$ cat src/rtl/spind_pkg.sv
package spind_pkg;
    typedef enum logic {
        PH_FIRST  = 1'b0,
        PH_SECOND = 1'b1
    } phase_e;
endpackage

$ cat src/rtl/spind_zero_detect.sv
module spind_zero_detect #(
    parameter int CH = 8,
    parameter int DW = 8
) (
    input  logic [CH*DW-1:0] row,
    output logic [CH-1:0]    pattern
);
    for (genvar c = 0; c < CH; c++) begin : g_cmp
        assign pattern[c] = |row[c*DW +: DW];
    end
endmodule

$ cat src/rtl/spind_value_packer.sv
module spind_value_packer #(
    parameter int CH   = 8,
    parameter int DW   = 8,
    localparam int CNTW = $clog2(CH + 1)
) (
    input  logic [CH*DW-1:0] row,
    input  logic [CH-1:0]    pattern,
    output logic [CH*DW-1:0] packed_vals,
    output logic [CNTW-1:0]  count
);
    logic [DW-1:0] lane [CH];
    int            pos;

    always_comb begin
        pos = 0;
        for (int l = 0; l < CH; l++) lane[l] = '0;
        for (int c = 0; c < CH; c++) begin
            if (pattern[c]) begin
                lane[pos] = row[c*DW +: DW];
                pos       = pos + 1;
            end
        end
        count = CNTW'(pos);
    end

    for (genvar l = 0; l < CH; l++) begin : g_out
        assign packed_vals[l*DW +: DW] = lane[l];
    end

    always_comb begin
        assert (int'(count) == $countones(pattern))
            else $error("p_count_matches_pattern_r6");
    end
endmodule

$ cat src/rtl/spind_mark_packer.sv
module spind_mark_packer #(
    parameter int MW = 8,
    localparam int CW = $clog2(MW)
) (
    input  logic          clk,
    input  logic          rst_n,
    input  logic          push,
    input  logic          mark,
    input  logic          last,
    output logic [MW-1:0] byte_out,
    output logic          byte_vld
);
    typedef struct packed {
        logic [MW-1:0] acc;
        logic [CW-1:0] cnt;
        logic [MW-1:0] outb;
        logic          vld;
    } mp_t;

    mp_t s_d, s_q;
    logic [MW-1:0] acc_next;

    always_comb begin
        s_d      = s_q;
        s_d.vld  = 1'b0;
        acc_next = s_q.acc | (MW'(mark) << s_q.cnt);
        if (push) begin
            if (s_q.cnt == CW'(MW - 1) || last) begin
                s_d.outb = acc_next;
                s_d.vld  = 1'b1;
                s_d.acc  = '0;
                s_d.cnt  = '0;
            end else begin
                s_d.acc = acc_next;
                s_d.cnt = s_q.cnt + 1'b1;
            end
        end
    end

    always_ff @(posedge clk) begin
        if (!rst_n) s_q <= '0;
        else        s_q <= s_d;
    end

    assign byte_out = s_q.outb;
    assign byte_vld = s_q.vld;

    p_no_back_to_back_r8: assert property (@(posedge clk) disable iff (!rst_n)
        byte_vld |=> !byte_vld);
    p_single_emit_r10: assert property (@(posedge clk) disable iff (!rst_n)
        byte_vld |-> s_q.cnt == '0);
endmodule

$ cat src/rtl/sparse_ind_encoder.sv
module sparse_ind_encoder
    import spind_pkg::*;
#(
    parameter int CH = 8,
    parameter int DW = 8,
    localparam int CNTW = $clog2(CH + 1)
) (
    input  logic             clk,
    input  logic             rst_n,
    input  logic             blk_valid,
    output logic             blk_ready,
    input  logic [CH*DW-1:0] blk_row_a,
    input  logic [CH*DW-1:0] blk_row_b,
    input  logic             blk_last,
    output logic             ind_we,
    output logic [CH-1:0]    ind_data,
    output logic [CH*DW-1:0] val_data,
    output logic [CNTW-1:0]  val_cnt,
    output logic [CH-1:0]    mark_byte,
    output logic             mark_vld
);
    typedef struct packed {
        phase_e              phase;
        logic [CH-1:0]       hold_pat;
        logic [CH*DW-1:0]    hold_vals;
        logic [CNTW-1:0]     hold_cnt;
        logic                hold_mark;
        logic                we;
        logic [CH-1:0]       pat;
        logic [CH*DW-1:0]    vals;
        logic [CNTW-1:0]     cnt;
    } st_t;

    st_t s_d, s_q;

    logic [CH*DW-1:0] rows   [2];
    logic [CH-1:0]    pats   [2];
    logic [CH*DW-1:0] pvals  [2];
    logic [CNTW-1:0]  pcnt   [2];
    logic             accept;
    logic             mark;

    assign rows[0] = blk_row_a;
    assign rows[1] = blk_row_b;

    for (genvar r = 0; r < 2; r++) begin : g_half
        spind_zero_detect #(.CH(CH), .DW(DW)) u_zd (
            .row     (rows[r]),
            .pattern (pats[r])
        );
        spind_value_packer #(.CH(CH), .DW(DW)) u_pk (
            .row         (rows[r]),
            .pattern     (pats[r]),
            .packed_vals (pvals[r]),
            .count       (pcnt[r])
        );
    end

    assign blk_ready = (s_q.phase == PH_FIRST);
    assign accept    = blk_valid && blk_ready;
    assign mark      = &(~(pats[0] ^ pats[1]));

    always_comb begin
        s_d     = s_q;
        s_d.we  = 1'b0;
        s_d.cnt = '0;
        s_d.vals = '0;
        if (s_q.phase == PH_SECOND) begin
            s_d.phase = PH_FIRST;
            s_d.we    = !s_q.hold_mark;
            s_d.pat   = s_q.hold_pat;
            s_d.vals  = s_q.hold_vals;
            s_d.cnt   = s_q.hold_cnt;
        end else if (accept) begin
            s_d.phase     = PH_SECOND;
            s_d.we        = 1'b1;
            s_d.pat       = pats[0];
            s_d.vals      = pvals[0];
            s_d.cnt       = pcnt[0];
            s_d.hold_pat  = pats[1];
            s_d.hold_vals = pvals[1];
            s_d.hold_cnt  = pcnt[1];
            s_d.hold_mark = mark;
        end
    end

    always_ff @(posedge clk) begin
        if (!rst_n) s_q <= '0;
        else        s_q <= s_d;
    end

    spind_mark_packer #(.MW(CH)) u_mark (
        .clk      (clk),
        .rst_n    (rst_n),
        .push     (accept),
        .mark     (mark),
        .last     (blk_last),
        .byte_out (mark_byte),
        .byte_vld (mark_vld)
    );

    assign ind_we   = s_q.we;
    assign ind_data = s_q.pat;
    assign val_data = s_q.vals;
    assign val_cnt  = s_q.cnt;

    p_one_cycle_stall_r3: assert property (@(posedge clk) disable iff (!rst_n)
        accept |=> !blk_ready ##1 blk_ready);
    p_first_write_r4: assert property (@(posedge clk) disable iff (!rst_n)
        accept |=> ind_we);
    p_second_differs_r5: assert property (@(posedge clk) disable iff (!rst_n)
        accept |=> ##1 (ind_we -> ind_data != $past(ind_data)));
    p_count_in_first_r6: assert property (@(posedge clk) disable iff (!rst_n)
        (s_q.phase == PH_SECOND) |-> (int'(val_cnt) == $countones(ind_data)));
    p_idle_quiet_r11: assert property (@(posedge clk) disable iff (!rst_n)
        (blk_ready && !blk_valid) |=> !ind_we && val_cnt == '0 && !mark_vld);
endmodule

$ cat config.mk
export PLATFORM = sky130hd
export DESIGN_NAME = sparse_ind_encoder
export DESIGN_NICKNAME = d
export VERILOG_FILES = /design/src/rtl/spind_pkg.sv /design/src/rtl/spind_zero_detect.sv /design/src/rtl/spind_value_packer.sv /design/src/rtl/spind_mark_packer.sv /design/src/rtl/sparse_ind_encoder.sv
export SDC_FILE = /design/constraint.sdc
export NUM_CORES = 1
export LEC_CHECK = 0
export BUFFER_PORTS_ARGS = -buffer_cell sky130_fd_sc_hd__buf_4
export CAP_MARGIN = 20
export CORE_UTILIZATION = 55
export DETAILED_ROUTE_END_ITERATION = 16
export GPL_TIMING_DRIVEN = 1
export PLACE_DENSITY_LB_ADDON = 0.1
export SETUP_SLACK_MARGIN = 0.2
export SKIP_LAST_GASP = 1
export SYNTH_ARGS = -nofsm -noshare
export SYNTH_HDL_FRONTEND = slang
export SYNTH_SLANG_ARGS = --single-unit
$ cat constraint.sdc
create_clock -name clk -period 11.2 [get_ports clk]
set_input_delay 1.68 -clock clk [delete_from_list [all_inputs] [get_ports clk]]
set_output_delay 1.68 -clock clk [all_outputs]
set_load 0.03 [all_outputs]
Word-level counts from Yosys, hierarchy flattened
Cells that the tools add are included.
{"block": "totals", "reg_bits": 175, "latch_bits": 0, "ramBits": 0, "rom_bits": 0, "inputBits": 132, "out_inout_bits": 87, "elab_cells": 194, "mem_count": 0}
{"block": "op_classes", "addsub": 15, "multipliers": 0, "div": 0, "order_cmp": 28, "eq_ne": 1, "shift": 1, "mux": 78, "bitwise": 19, "n_reduce_logical": 39}
{"cell": "$bwmux W64", "count": 14}
{"cell": "$mux W64", "count": 14}
{"cell": "$ge A32 B4 Y1 const B", "count": 14}
{"cell": "$lt A32 B1 Y1 const B", "count": 14}
{"cell": "$mux W32", "count": 12}
{"cell": "$not A32 Y32", "count": 12}
{"cell": "$demux W8 S3", "count": 14}
{"cell": "$add A32 B2 Y32 const B", "count": 10}
{"cell": "$mux W155", "count": 1}
{"cell": "$mux W8", "count": 16}
{"cell": "$reduce_or A8 Y1", "count": 16}
{"cell": "$mux W77", "count": 1}
{"cell": "$not A1 Y32", "count": 2}
{"cell": "$logic_and A1 B1 Y1", "count": 15}
{"cell": "$mux W11", "count": 1}
{"cell": "$add A4 B2 Y4 const B", "count": 2}
{"cell": "$mux W4", "count": 2}
{"cell": "$not A8 Y8", "count": 1}
{"cell": "$or A8 B8 Y8", "count": 1}
{"cell": "$reduce_and A8 Y1", "count": 1}
{"cell": "$shl A1 B3 Y8", "count": 1}
{"cell": "$xor A8 B8 Y8", "count": 1}
{"cell": "$reduce_and A2 Y1", "count": 3}
{"cell": "$add A1 B1 Y2 const B", "count": 2}
{"cell": "8 further kinds", "count": 11}

Longest topological paths before layout
{"block": "logic_depth", "ltp_word": 23, "depth_mapped": 32, "mapped_depth_nobuf": 27}

Cells and area by module
From an unflattened synthesis, not the netlist that was laid out.
{"block": "hier_totals", "cells_unflattened": 2100, "hier_area_um2": 16572.1}
{"mod": "sparse_ind_encoder", "n_inst": 1, "cells_each": 614, "area_per_inst_um2": 5993.2, "seq_area_each_um2": 3103.0}
{"mod": "spind_value_packer at g_half[1].u_pk", "n_inst": 1, "cells_each": 703, "area_per_inst_um2": 4860.9, "seq_area_each_um2": 0.0}
{"mod": "spind_value_packer at g_half[0].u_pk", "n_inst": 1, "cells_each": 639, "area_per_inst_um2": 4581.9, "seq_area_each_um2": 0.0}
{"mod": "spind_mark_packer", "n_inst": 1, "cells_each": 96, "area_per_inst_um2": 875.8, "seq_area_each_um2": 400.4}
{"mod": "spind_zero_detect", "n_inst": 2, "cells_each": 24, "area_per_inst_um2": 130.1, "seq_area_each_um2": 0.0}

Least setup slack after synthesis
OpenSTA, ideal clock, no wires.
{"block": "synth_path", "path_kind": "input to register", "startpoint": "input port blk_row_a[0]", "endpoint": "register s_q (netlist bit val_data[33])", "setup_time_ps": 116, "arrival_time_ps": 8003, "required_time_ps": 11084, "path_slack_ps": 3080, "stages": 32, "path_buffers": 5, "path_cell_list": "nor4_1 -> nand2_1 -> inv_1 -> clkbuf_1 -> ha_1 -> a21boi_0 -> clkbuf_1 -> nor2_1 -> ha_1 -> o21ai_0 -> o31a_1 -> inv_2 -> ha_1 -> o21ai_0 -> inv_1 -> clkbuf_1 -> ha_1 -> and2_1 -> a21oi_1 -> inv_1 -> ha_1 -> inv_1 -> a21oi_1 -> xnor2_1 -> xnor2_1 -> o211ai_1 -> clkbuf_1 -> or2_2 -> o22a_1 -> buf_2 -> o21ai_0 -> o21ai_1"}
{"block": "synth_between", "elab_chain_cells": 23, "word_cells_on_any_way": 72, "classes_between": "add/sub (6); order compare (14); mux (37); bitwise (7); reduce/logical (8)"}
{"element": "start, declared", "line_no": "sparse_ind_encoder.sv:12", "rtl": "input logic [CH*DW-1:0] blk_row_a,"}
{"element": "$reduce_or A8 Y1 *", "line_no": "spind_zero_detect.sv:9", "rtl": "assign pattern[c] = |row[c*DW +: DW];"}
{"element": "$mux W1 *", "line_no": "spind_value_packer.sv:18", "rtl": "if (pattern[c]) begin"}
{"element": "$add A1 B1 Y2 / $not A1 Y32 (equally long branches)", "line_no": "spind_value_packer.sv:20, spind_value_packer.sv:19"}
{"element": "$mux W32, or another cell as far along", "line_no": "spind_value_packer.sv:18"}
{"element": "$add A32 B2 Y32, or another cell as far along", "line_no": "spind_value_packer.sv:20", "rtl": "pos = pos + 1;"}
{"element": "$mux W32, or another cell as far along", "line_no": "spind_value_packer.sv:18"}
{"element": "$add A32 B2 Y32, or another cell as far along", "line_no": "spind_value_packer.sv:20"}
{"element": "$mux W32, or another cell as far along", "line_no": "spind_value_packer.sv:18"}
{"element": "[7 not listed]"}
{"element": "$ge A32 B4 Y1 (implied by the code), or another cell as far along", "line_no": "spind_value_packer.sv:19", "rtl": "lane[pos] = row[c*DW +: DW];"}
{"element": "$logic_and A1 B1 Y1 (implied by the code), or another cell as far along", "line_no": "spind_value_packer.sv:19"}
{"element": "$mux W8 (implied by the code) / $bwmux W64 (equally long branches)", "line_no": "spind_value_packer.sv:19"}
{"element": "$demux W8 S3 / $mux W64 (equally long branches)", "line_no": "spind_value_packer.sv:19, spind_value_packer.sv:18"}
{"element": "$bwmux W64", "line_no": "spind_value_packer.sv:19"}
{"element": "$mux W64 *", "line_no": "spind_value_packer.sv:18"}
{"element": "$mux W155 *", "line_no": "sparse_ind_encoder.sv:74", "rtl": "end else if (accept) begin"}
{"element": "$mux W77 *", "line_no": "sparse_ind_encoder.sv:68", "rtl": "if (s_q.phase == PH_SECOND) begin"}
{"element": "end signal, assigned", "line_no": "sparse_ind_encoder.sv:88", "rtl": "if (!rst_n) s_q <= '0;"}
{"element": "end signal, assigned", "line_no": "sparse_ind_encoder.sv:89", "rtl": "else s_q <= s_d;"}
{"element": "end, declared", "line_no": "sparse_ind_encoder.sv:34", "rtl": "st_t s_d, s_q;"}
Mark *: on every way between the ends. The rest lies on a longest branch, timed or not. The select of a mux whose other input is x is not followed.
A chain may end at the register's enable or synchronous reset.

Final worst setup path
{"block": "layout_path", "startpoint": "input port blk_row_a[4]", "endpoint": "register s_q (netlist bit val_data[37])"}
The elaborated chain is that of the path after synthesis.

==> impl_metrics.py <==
metrics = {
    "setup_path": {
        "crit_path_start_kind": "primary input",
        "worstSetupPathType": "in -> reg",
        "crit_family": "compound AO/OA/AOI/OAI gates",
        "crit_path_max_fanout": 16,
        "end_kind": "register",
        "required_ps": 11570,
        "rrSetupSlack_ps": 8230,
        "worst-path-buf-inv": 8,
        "critPathSlowestCell": "ha_1",
        "cpPeakStageDelay_ps": 520,
        "cp.arrival_ps": 9390,
        "crit_top_cell": "ha_1",
    },
    "place": {
        "dp_hpwl_microns": 48300,
        "gp_congestion": 1.05,
        "portBuffers": 218,
    },
    "global_routing": {
        "grt_use_total_pct": 43.0,
        "antenna_found_initial": 0,
        "grt_max_degree": 70,
        "grt_pass1_wl_microns": 93500,
        "grt_pass1_vias": 15393,
        "grt_overflow": 0,
    },
    "finish": {
        "syn2layout_area_growth_pct": 10.1,
        "n_antenna_cell": 0,
        "layout-drive-gt1-share_pct": 17.5,
        "seq_area_sq_um": 3500,
        "nNetsFinal": 2229,
        "fillerInstances": 2501,
        "multiInputGateArea_sq_um": 10400,
    },
    "timing": {
        "timing.hold.ws_ps": 447,
        "clock_skew_ps": 13.3,
        "fin_crit_ps": 9020,
        "max_freq_mhz": 111,
        "rsz0062_at_grt": "no",
        "hold_viol": 0,
        "drv_slew": 0,
        "finalSetupViolCount": 0,
        "fin_tns_setup_ps": 0,
        "slew_headroom_pct": 25.8,
        "fin_crit_sh_pct": 80.5,
        "worstMarginPinSlew_ps": 1100,
    },
    "pwr": {
        "leakagePower_nw": 6.82,
        "peakVddDrop_v": 0.000104,
        "power_w": 0.00178,
        "power_density_nw_per_um2": 104,
    },
    "floorplan": {
        "dieArea_sq_um": 28700,
        "die-height_microns": 170,
        "row_count": 60,
        "ioPinCount": 219,
        "start_util_pct": 56.7,
        "core_area_sq_um": 27300,
        "die_width_microns": 170,
    },
    "routing": {
        "detail_route.vias_per_cell": 7.06,
        "wl_per_cell_microns": 25.8,
        "wl_microns": 63700,
        "vias": 17389,
        "drcViolationCount": 0,
        "ant_nets": 0,
        "drt-initial-drc-count": 2714,
        "drtPass1Iterations": 8,
    },
    "yosys": {
        "async_flop_share_pct": 0,
        "netlist_instances": 2095,
        "ys_warn_count": 0,
        "synth_edf_count": 0,
        "synth-seq-cells": 175,
        "synthTopCellsByArea": "dfxtp_1, mux2i_1, nand2_1",
        "synth.most_common_cell": "nand2_1",
        "synth_top_area_share_pct": 22.7,
        "syn_area_per_cell_sq_um": 7.37,
        "yosys.area.top_type": "dfxtp_1",
        "synthTopCellsByCount": "nand2_1, dfxtp_1, o21ai_0",
        "ys.flop_type": "dfxtp_1",
        "synth_cell_types": 90,
        "synth_fp_nets": 2246,
        "synth_area_sq_um": 15400,
        "synth.yosys.seq_area_share_pct": 22.7,
    },
    "clocking": {
        "htree_num_levels": 4,
        "cts-buffers-inserted": 17,
        "postCtsHoldBufs": 0,
        "cts.repair.resized": 0,
        "clock_latency_ps": 450,
        "numClockSinks": 175,
        "cts-root-buf": "clkbuf_16",
        "cts_tree": "yes",
        "cts_buffer_depth": 2,
        "cts_setup_buffers": 0,
        "clkTransAtPathRegs_ps": 80,
    },
    "outcome": {
        "status": "completed",
    },
    "hold_path": {
        "hp-class": "reg -> reg",
    },
    "run": {
        "max-cap-violations": 0,
    },
}
[final timing paths]
check / from / end / cells past startpoint
max: blk_row_a[4] / val_data[37] / 30
min reg2reg: s_q[129] / val_data[47] / 2
min: s_q[129] / val_data[47] / 2
max reg2reg: s_q[154] / val_data[31] / 8
[metal layers]
layer  up-vias  track usage [%]  part of all wire [%]
met3       191             13.5                    15
met2      1395             60.3                    41
li1       7762                -                     -
met4         0             14.6                   3.5
met5         -                0                     0
met1      8041             61.2                    41
[cell families after synthesis]
| kind of cell | after synthesis | synth area share [%] |
|---|---|---|
| compound gates | 712 | 31.5 |
| simple gates | 694 | 22.2 |
| buf+inv | 321 | 10.3 |
| flops | 175 | 22.7 |
| mux | 140 | 9.37 |
| xor+xnor | 33 | 2.29 |
| fa+ha+maj | 20 | 1.70 |
[sequential cells by signal, indices dropped and copies added, names as in the netlist]
signal and count:
val_cnt 4, ind_data 8, val_data 64, s_q 78, u_mark.byte_out 8, u_mark.s_q 11
u_mark.byte_vld 1, ind_we 1
[where the power goes]
part           leakage [nW]  switching (W)  internal, W  total [W]
Sequential             1.44      0.0000279     0.000664   0.000692
Clock                 0.285       0.000284     0.000341   0.000625
Combinational          5.09       0.000297     0.000162   0.000459
[layout make-up]
class,count,share of cell area [%]
Clock buffer,20,2.63
Clock inverter,12,0.868
Inverter,31,0.684
Multi-Input combinational cell,1599,61.2
Sequential cell,175,20.6
Tap cell,372,2.74
Timing Repair Buffer,254,11.3
[layout by cell type, fill, tap and decap left out, drive strengths merged, types with 41 or more instances in the layout]
cell type and n:
a31oi 51, a32oi 41, mux2i 107, nor4 54
a21oi 95, o211ai 44, nor2 121, nand2 263
dfxtp 175, buf 253, a211oi 52, nand3 96
o21ai 204
[worst reg2reg max path, stage by stage (launching register included)]
cell	delay (ps)
dfxtp_1	300
buf_4	200
nor2b_4	120
buf_4	520
nand2_1	190
inv_2	210
buf_4	570
nand2_1	370
o221ai_1	350
[metrics by stage]
stage | setup slack [ps] | cells | cell area [sq um] | utilization, %
floorplan | 3080 | 2095 | 15400 | -
global placement | 2310 | 2423 | 16300 | 59.9
detailed placement | 2000 | 2426 | 16400 | 60.0
CTS | 2440 | 2458 | 17000 | 62.2
global route | 1660 | 2463 | 17000 | 62.4
finish | 2180 | 2463 | 17000 | 62.4
No activity file was read; power rests on OpenSTA's default activity.
